<file path="config.mk">
export PLATFORM = sky130hd
export DESIGN_NAME = iopt_xlate_engine
export DESIGN_NICKNAME = d
export VERILOG_FILES = /design/src/rtl/iopt_pkg.sv /design/src/rtl/iopt_entry_addr.sv /design/src/rtl/iopt_chunk_calc.sv /design/src/rtl/iopt_fault_log.sv /design/src/rtl/iopt_xlate_engine.sv
export SDC_FILE = /design/constraint.sdc
export NUM_CORES = 1
export LEC_CHECK = 0
export ABC_AREA = 1
export ABC_CLOCK_PERIOD_IN_PS = 5300
export BUFFER_PORTS_ARGS = -buffer_cell sky130_fd_sc_hd__buf_2
export CELL_PAD_IN_SITES_DETAIL_PLACEMENT = 1
export CELL_PAD_IN_SITES_GLOBAL_PLACEMENT = 2
export CORE_MARGIN = 1
export CORE_UTILIZATION = 27
export DETAILED_ROUTE_END_ITERATION = 8
export PLACE_DENSITY_LB_ADDON = 0.1
export SYNTH_ARGS = -nofsm -noshare
export SYNTH_HDL_FRONTEND = slang
export SYNTH_SLANG_ARGS = --single-unit
</file>
<file path="constraint.sdc">
create_clock -name clk -period 5.3 [get_ports clk]
set_input_delay 0 -clock clk [delete_from_list [all_inputs] [get_ports clk]]
set_output_delay 0 -clock clk [all_outputs]
set_load 0.03 [all_outputs]
</file>
<file path="src/rtl/iopt_pkg.sv">
package iopt_pkg;
  localparam int VA_W       = 32;
  localparam int PAGE_SHIFT = 12;
  localparam int PTE_W      = 32;
  localparam int PPN_LSB    = 8;
  localparam int PA_W       = (PTE_W - PPN_LSB) + PAGE_SHIFT;
  localparam int CHUNK_W    = PAGE_SHIFT + 1;

  localparam int PTE_BIT_VALID = 1;
  localparam int PTE_BIT_WRITE = 2;

  localparam logic [31:0] FLT_STATUS_RESET = 32'h0080_0000;
  localparam logic [31:0] FLT_STATUS_BASE  = 32'hC082_0000;
  localparam int          FLT_BIT_READ     = 18;

  typedef enum logic [2:0] {
    ST_IDLE,
    ST_FETCH,
    ST_WAIT,
    ST_CHECK,
    ST_EMIT,
    ST_FAULT,
    ST_FIN
  } xl_state_e;
endpackage

</file>
<file path="src/rtl/iopt_entry_addr.sv">
module iopt_entry_addr #(
  parameter int VA_W          = 32,
  parameter int BASE_W        = 32,
  parameter int ADDR_W        = 36,
  parameter int PAGE_SHIFT    = 12,
  parameter int MIN_WIN_SHIFT = 24,
  parameter int RANGE_W       = 3
) (
  input  logic [BASE_W-1:0]  base,
  input  logic [RANGE_W-1:0] range_code,
  input  logic [VA_W-1:0]    page_va,
  output logic [ADDR_W-1:0]  entry_addr
);
  localparam int IDX_SHIFT = PAGE_SHIFT - 2;

  logic [VA_W-1:0]   win_mask;
  logic [VA_W-1:0]   win_off;
  logic [VA_W-1:0]   idx_bytes;
  logic [ADDR_W-1:0] base_bytes;

  always_comb begin
    win_mask   = (VA_W'(1) << (MIN_WIN_SHIFT + int'(range_code))) - VA_W'(1);
    win_off    = page_va & win_mask;
    idx_bytes  = win_off >> IDX_SHIFT;
    idx_bytes[1:0] = 2'b00;
    base_bytes = ADDR_W'(base) << 4;
    entry_addr = base_bytes + ADDR_W'(idx_bytes);
  end
endmodule

</file>
<file path="src/rtl/iopt_chunk_calc.sv">
module iopt_chunk_calc #(
  parameter int VA_W       = 32,
  parameter int LEN_W      = 16,
  parameter int PAGE_SHIFT = 12
) (
  input  logic [VA_W-1:0]       cur_va,
  input  logic [LEN_W-1:0]      remaining,
  output logic [PAGE_SHIFT:0]   piece_len,
  output logic                  piece_last
);
  localparam int CW = (LEN_W > PAGE_SHIFT + 1) ? LEN_W : PAGE_SHIFT + 1;
  localparam logic [PAGE_SHIFT:0] PAGE_BYTES = (PAGE_SHIFT + 1)'(1) << PAGE_SHIFT;

  logic [PAGE_SHIFT:0] room;
  logic [CW-1:0]       room_x;
  logic [CW-1:0]       rem_x;

  always_comb begin
    room       = PAGE_BYTES - {1'b0, cur_va[PAGE_SHIFT-1:0]};
    room_x     = CW'(room);
    rem_x      = CW'(remaining);
    piece_last = (rem_x <= room_x);
    piece_len  = piece_last ? (PAGE_SHIFT + 1)'(remaining) : room;
  end
endmodule

</file>
<file path="src/rtl/iopt_fault_log.sv">
module iopt_fault_log #(
  parameter int VA_W       = 32,
  parameter int PAGE_SHIFT = 12
) (
  input  logic            clk,
  input  logic            rst_n,
  input  logic            fault_fire,
  input  logic            fault_is_read,
  input  logic [VA_W-1:0] fault_va,
  input  logic            irq_clear,
  output logic [31:0]     status,
  output logic [VA_W-1:0] fault_addr,
  output logic            irq
);
  import iopt_pkg::*;

  logic [31:0] status_word;

  always_comb begin
    status_word = FLT_STATUS_BASE;
    status_word[FLT_BIT_READ] = fault_is_read;
  end

  always_ff @(posedge clk) begin
    if (!rst_n) begin
      status     <= FLT_STATUS_RESET;
      fault_addr <= '0;
      irq        <= 1'b0;
    end else if (fault_fire) begin
      status     <= status_word;
      fault_addr <= {fault_va[VA_W-1:PAGE_SHIFT], {PAGE_SHIFT{1'b0}}};
      irq        <= 1'b1;
    end else if (irq_clear) begin
      irq        <= 1'b0;
    end
  end
endmodule

</file>
<file path="src/rtl/iopt_xlate_engine.sv">
module iopt_xlate_engine #(
  parameter int LEN_W     = 16,
  parameter int BASE_W    = 32,
  parameter int RANGE_W   = 3,
  parameter int WIN_SHIFT = 24
) (
  input  logic                           clk,
  input  logic                           rst_n,
  input  logic [BASE_W-1:0]              cfg_base,
  input  logic [RANGE_W-1:0]             cfg_range,
  input  logic                           req_valid,
  output logic                           req_ready,
  input  logic [iopt_pkg::VA_W-1:0]      req_vaddr,
  input  logic [LEN_W-1:0]               req_len,
  input  logic                           req_write,
  output logic                           mem_rd_valid,
  input  logic                           mem_rd_ready,
  output logic [iopt_pkg::PA_W-1:0]      mem_rd_addr,
  input  logic                           mem_rsp_valid,
  input  logic [iopt_pkg::PTE_W-1:0]     mem_rsp_data,
  output logic                           chunk_valid,
  input  logic                           chunk_ready,
  output logic [iopt_pkg::PA_W-1:0]      chunk_paddr,
  output logic [iopt_pkg::CHUNK_W-1:0]   chunk_len,
  output logic                           chunk_last,
  output logic                           done_valid,
  output logic                           done_err,
  input  logic                           irq_clear,
  output logic                           irq,
  output logic [31:0]                    flt_status,
  output logic [iopt_pkg::VA_W-1:0]      flt_addr
);
  import iopt_pkg::*;

  xl_state_e            state;
  logic [VA_W-1:0]      cur_va;
  logic [LEN_W-1:0]     rem_len;
  logic                 is_wr;
  logic [PTE_W-1:0]     pte_q;
  logic                 err_q;
  logic [CHUNK_W-1:0]   piece_len;
  logic                 piece_last;
  logic                 pte_bad;

  iopt_entry_addr #(
    .VA_W(VA_W), .BASE_W(BASE_W), .ADDR_W(PA_W), .PAGE_SHIFT(PAGE_SHIFT),
    .MIN_WIN_SHIFT(WIN_SHIFT), .RANGE_W(RANGE_W)
  ) u_eaddr (
    .base(cfg_base), .range_code(cfg_range),
    .page_va({cur_va[VA_W-1:PAGE_SHIFT], {PAGE_SHIFT{1'b0}}}),
    .entry_addr(mem_rd_addr)
  );

  iopt_chunk_calc #(
    .VA_W(VA_W), .LEN_W(LEN_W), .PAGE_SHIFT(PAGE_SHIFT)
  ) u_chunk (
    .cur_va(cur_va), .remaining(rem_len),
    .piece_len(piece_len), .piece_last(piece_last)
  );

  iopt_fault_log #(
    .VA_W(VA_W), .PAGE_SHIFT(PAGE_SHIFT)
  ) u_flog (
    .clk(clk), .rst_n(rst_n),
    .fault_fire(state == ST_FAULT), .fault_is_read(!is_wr), .fault_va(cur_va),
    .irq_clear(irq_clear),
    .status(flt_status), .fault_addr(flt_addr), .irq(irq)
  );

  always_comb begin
    pte_bad      = !pte_q[PTE_BIT_VALID] || (is_wr && !pte_q[PTE_BIT_WRITE]);
    req_ready    = (state == ST_IDLE);
    mem_rd_valid = (state == ST_FETCH);
    chunk_valid  = (state == ST_EMIT);
    chunk_paddr  = {pte_q[PTE_W-1:PPN_LSB], cur_va[PAGE_SHIFT-1:0]};
    chunk_len    = piece_len;
    chunk_last   = piece_last;
    done_valid   = (state == ST_FIN);
    done_err     = err_q;
  end

  always_ff @(posedge clk) begin
    if (!rst_n) begin
      state   <= ST_IDLE;
      cur_va  <= '0;
      rem_len <= '0;
      is_wr   <= 1'b0;
      pte_q   <= '0;
      err_q   <= 1'b0;
    end else begin
      unique case (state)
        ST_IDLE: if (req_valid) begin
          cur_va  <= req_vaddr;
          rem_len <= req_len;
          is_wr   <= req_write;
          err_q   <= 1'b0;
          state   <= (req_len == '0) ? ST_FIN : ST_FETCH;
        end
        ST_FETCH: if (mem_rd_ready) state <= ST_WAIT;
        ST_WAIT: if (mem_rsp_valid) begin
          pte_q <= mem_rsp_data;
          state <= ST_CHECK;
        end
        ST_CHECK: state <= pte_bad ? ST_FAULT : ST_EMIT;
        ST_EMIT: if (chunk_ready) begin
          cur_va  <= cur_va + VA_W'(piece_len);
          rem_len <= rem_len - LEN_W'(piece_len);
          state   <= piece_last ? ST_FIN : ST_FETCH;
        end
        ST_FAULT: begin
          err_q <= 1'b1;
          state <= ST_FIN;
        end
        ST_FIN: state <= ST_IDLE;
        default: state <= ST_IDLE;
      endcase
    end
  end
endmodule

</file>
==> metrics.yaml <==
die_x_um: 187.4
synth_common_cells: "nand2_1, inv_1, nor2_1"
routabilityCongestion: 0.8397
cpPeakStageDelay_ps: 400
fill_cells: 4450
root_buffer: "clkbuf_16"
ant_nets: 0
numPortBuffers: 230
period_share_pct: 89.73
antenna_found_initial: 0
routed_wl_um: 36040
totalPowerFinal_mw: 5.859
synth_top_area_share_pct: 22.00
critPathMaxFanout: 14
areaGrowthSynthToFinish_pct: 22.19
critPathKind: "flop to flop"
numCtsBuffers: 9
critPathLaunchType: "flop"
groute.usage.overall_pct: 20.60
cp-end-kind: "flop"
synth_area_um2: 9280
drt_iter0_drc: 369
synth_seq_cells: 102
async_flop_share_pct: 0
start_util_pct: 27.54
grt_pass1_vias: 10385
layout.nets: 1884
p_per_area_nw_per_um2: 516.7
period_needed_ps: 4756
synth-edff-count: 0
clockBufferDepth: 2
vias: 10058
maxCapViolations: 0
viasPerCell: 4.672
finalSetupViolations: 0
tritoncts: "yes"
numClockSinks: 102
rows: 67
synth_top_cells_by_area: "dfxtp_1, nand2_1, ha_1"
synth.largest_area_cell: "dfxtp_1"
path_clk_slew_ps: 90
status: "finished clean"
arrival_ps: 5060
hold_viol: 0
crit_required_ps: 5600
synth_cell_types: 50
dr.pass1.iters: 4
antenna_cells: 0
post-route-drc-count: 0
setup_tns_ps: 0
ys_warn_count: 0
io_pins: 279
cpMostUsedCell: "nand2_1"
p_leak_nw: 5.685
max_slew_margin_pct: 39.47
avgSynthCellArea_um2: 6.283
synthFlopType: "dfxtp_1"
die_area_um2: 35120
grt_first_pass_wirelength_um: 57110
routedWlPerCell_um: 16.74
drive_gt1_share_pct: 19.82
clk_latency_ps: 370
slew_violations: 0
synth.most_common_cell: "nand2_1"
worst_path_max_delay_cell: "fa_1"
worst_pin_slew_ps: 905.7
fp.coreArea_um2: 33700
vdd_drop_max_mv: 0.2193
fp.dieH_um: 187.4
detailed_place_hpwl_um: 28530
cts_htree_levels: 3
ys_seq_area_share_pct: 22.00
grt_max_degree: 74
grt-ovfl-total: 0
netlist_instances: 1477
hold_path.class: "input pin to flop"
skew_ps: 18.42
fmax_mhz: 210.3
power by group:
part	switching (mW)	total [mW]	internal, mW
Clock	0.376	0.762	0.386
Combinational	2.73	3.95	1.22
Sequential	0.231	1.14	0.914
Total	3.33	5.86	2.52
per-stage QoR:
stage	cells	setup slack, ps	cell area (um^2)	util, %	hold slack, ps
6_report	2153	544.2	11340	33.65	2.254
3_3_place_gp	2079	492.2	10380	30.81	222.6
4_1_cts	2151	254.8	11270	33.44	16.63
3_5_place_dp	2079	329.9	10380	30.81	231.6
2_1_floorplan	1518	799.1	9434	-	134.9
5_1_grt	2153	-0.7150	11340	33.65	47.01
path summary, 6_finish.rpt:
| kind | start | to | cells past startpoint | slack [ps] |
|---|---|---|---|---|
| max | cur_va[0] | cur_va[18] | 29 | 540 |
| min | req_vaddr[21] | cur_va[21] | 5 | 2 |
| max reg2reg | cur_va[0] | cur_va[18] | 29 | 540 |
| min reg2reg | u_flog.fault_addr[29] | u_flog.fault_addr[29] | 2 | 460 |
area by class of cell:
type	instances	area [um^2]	share of cell area [%]
clock buffers	9	225.2	1.986
clock inverters	7	100.1	0.8827
inverters	170	638.1	5.627
multi-input cells	1121	5987	52.80
flip-flops and latches	102	2042	18.01
well taps	448	560.5	4.943
repair buffers	296	1787	15.76
registers in the layout, indices dropped and copies added (netlist names):
| register | cells |
|---|---|
| rem_len | 16 |
| state | 3 |
| u_flog.status | 2 |
| is_wr | 1 |
| u_flog.fault_addr | 20 |
| u_flog.irq | 1 |
| done_err | 1 |
| cur_va | 32 |
| pte_q | 26 |
placed cells by master (no fill, tap or decap), types with 17 or more instances in the layout:
cell type      Yosys  layout
a21oi_1          106     106
a31oi_1           21      21
buf_2              7     230
conb_1             2      43
dfxtp_1          102     102
dlygate4sd3_1      0      56
ha_1              58      58
inv_1            151     149
inv_2             19      21
nand2_1          372     372
nand3_1          110     110
nor2_1           136     136
nor3_1            19      18
o21ai_0           71      71
o21ai_1           28      27
o21ai_2           18      17
xor2_1            32      32
per-layer routing:
metal	part of all wire (%)	global-route usage (%)	up-vias
met2	46	34.92	194
met5	0	0	-
met1	48	27.93	4690
li1	-	-	5151
met3	4.4	2.533	23
met4	1.2	4.065	0
cell families after synthesis:
kind of cell | Yosys count | synth area share [%]
DFF | 102 | 22.00
xor gates and xnor gates | 42 | 4.045
AOI/OAI and AO/OA | 276 | 17.03
adders and majority gates | 61 | 8.467
buffers and inverters | 296 | 15.91
other | 2 | 0.08093
and+or+nand+nor | 698 | 32.47
worst max-delay path, delay by kind of cell, from the launching register on:
family,cells,cell delay [ps]
flip-flops,1,390
buffers and inverters,3,280
adder cells (fa/ha/maj),4,1090
AND/OR/NAND/NOR,18,2020
AO/OA/AOI/OAI,4,880
timing repair:
action | in CTS | in global routing
endpoints found under the hold margin | 56 | 0
resized for setup | 0 | 10
hold buffers | 56 | 0
buffers inserted | 0 | 1
setup endpoints to repair | 0 | 9
Note: power is estimated with default switching activity, not from simulation.
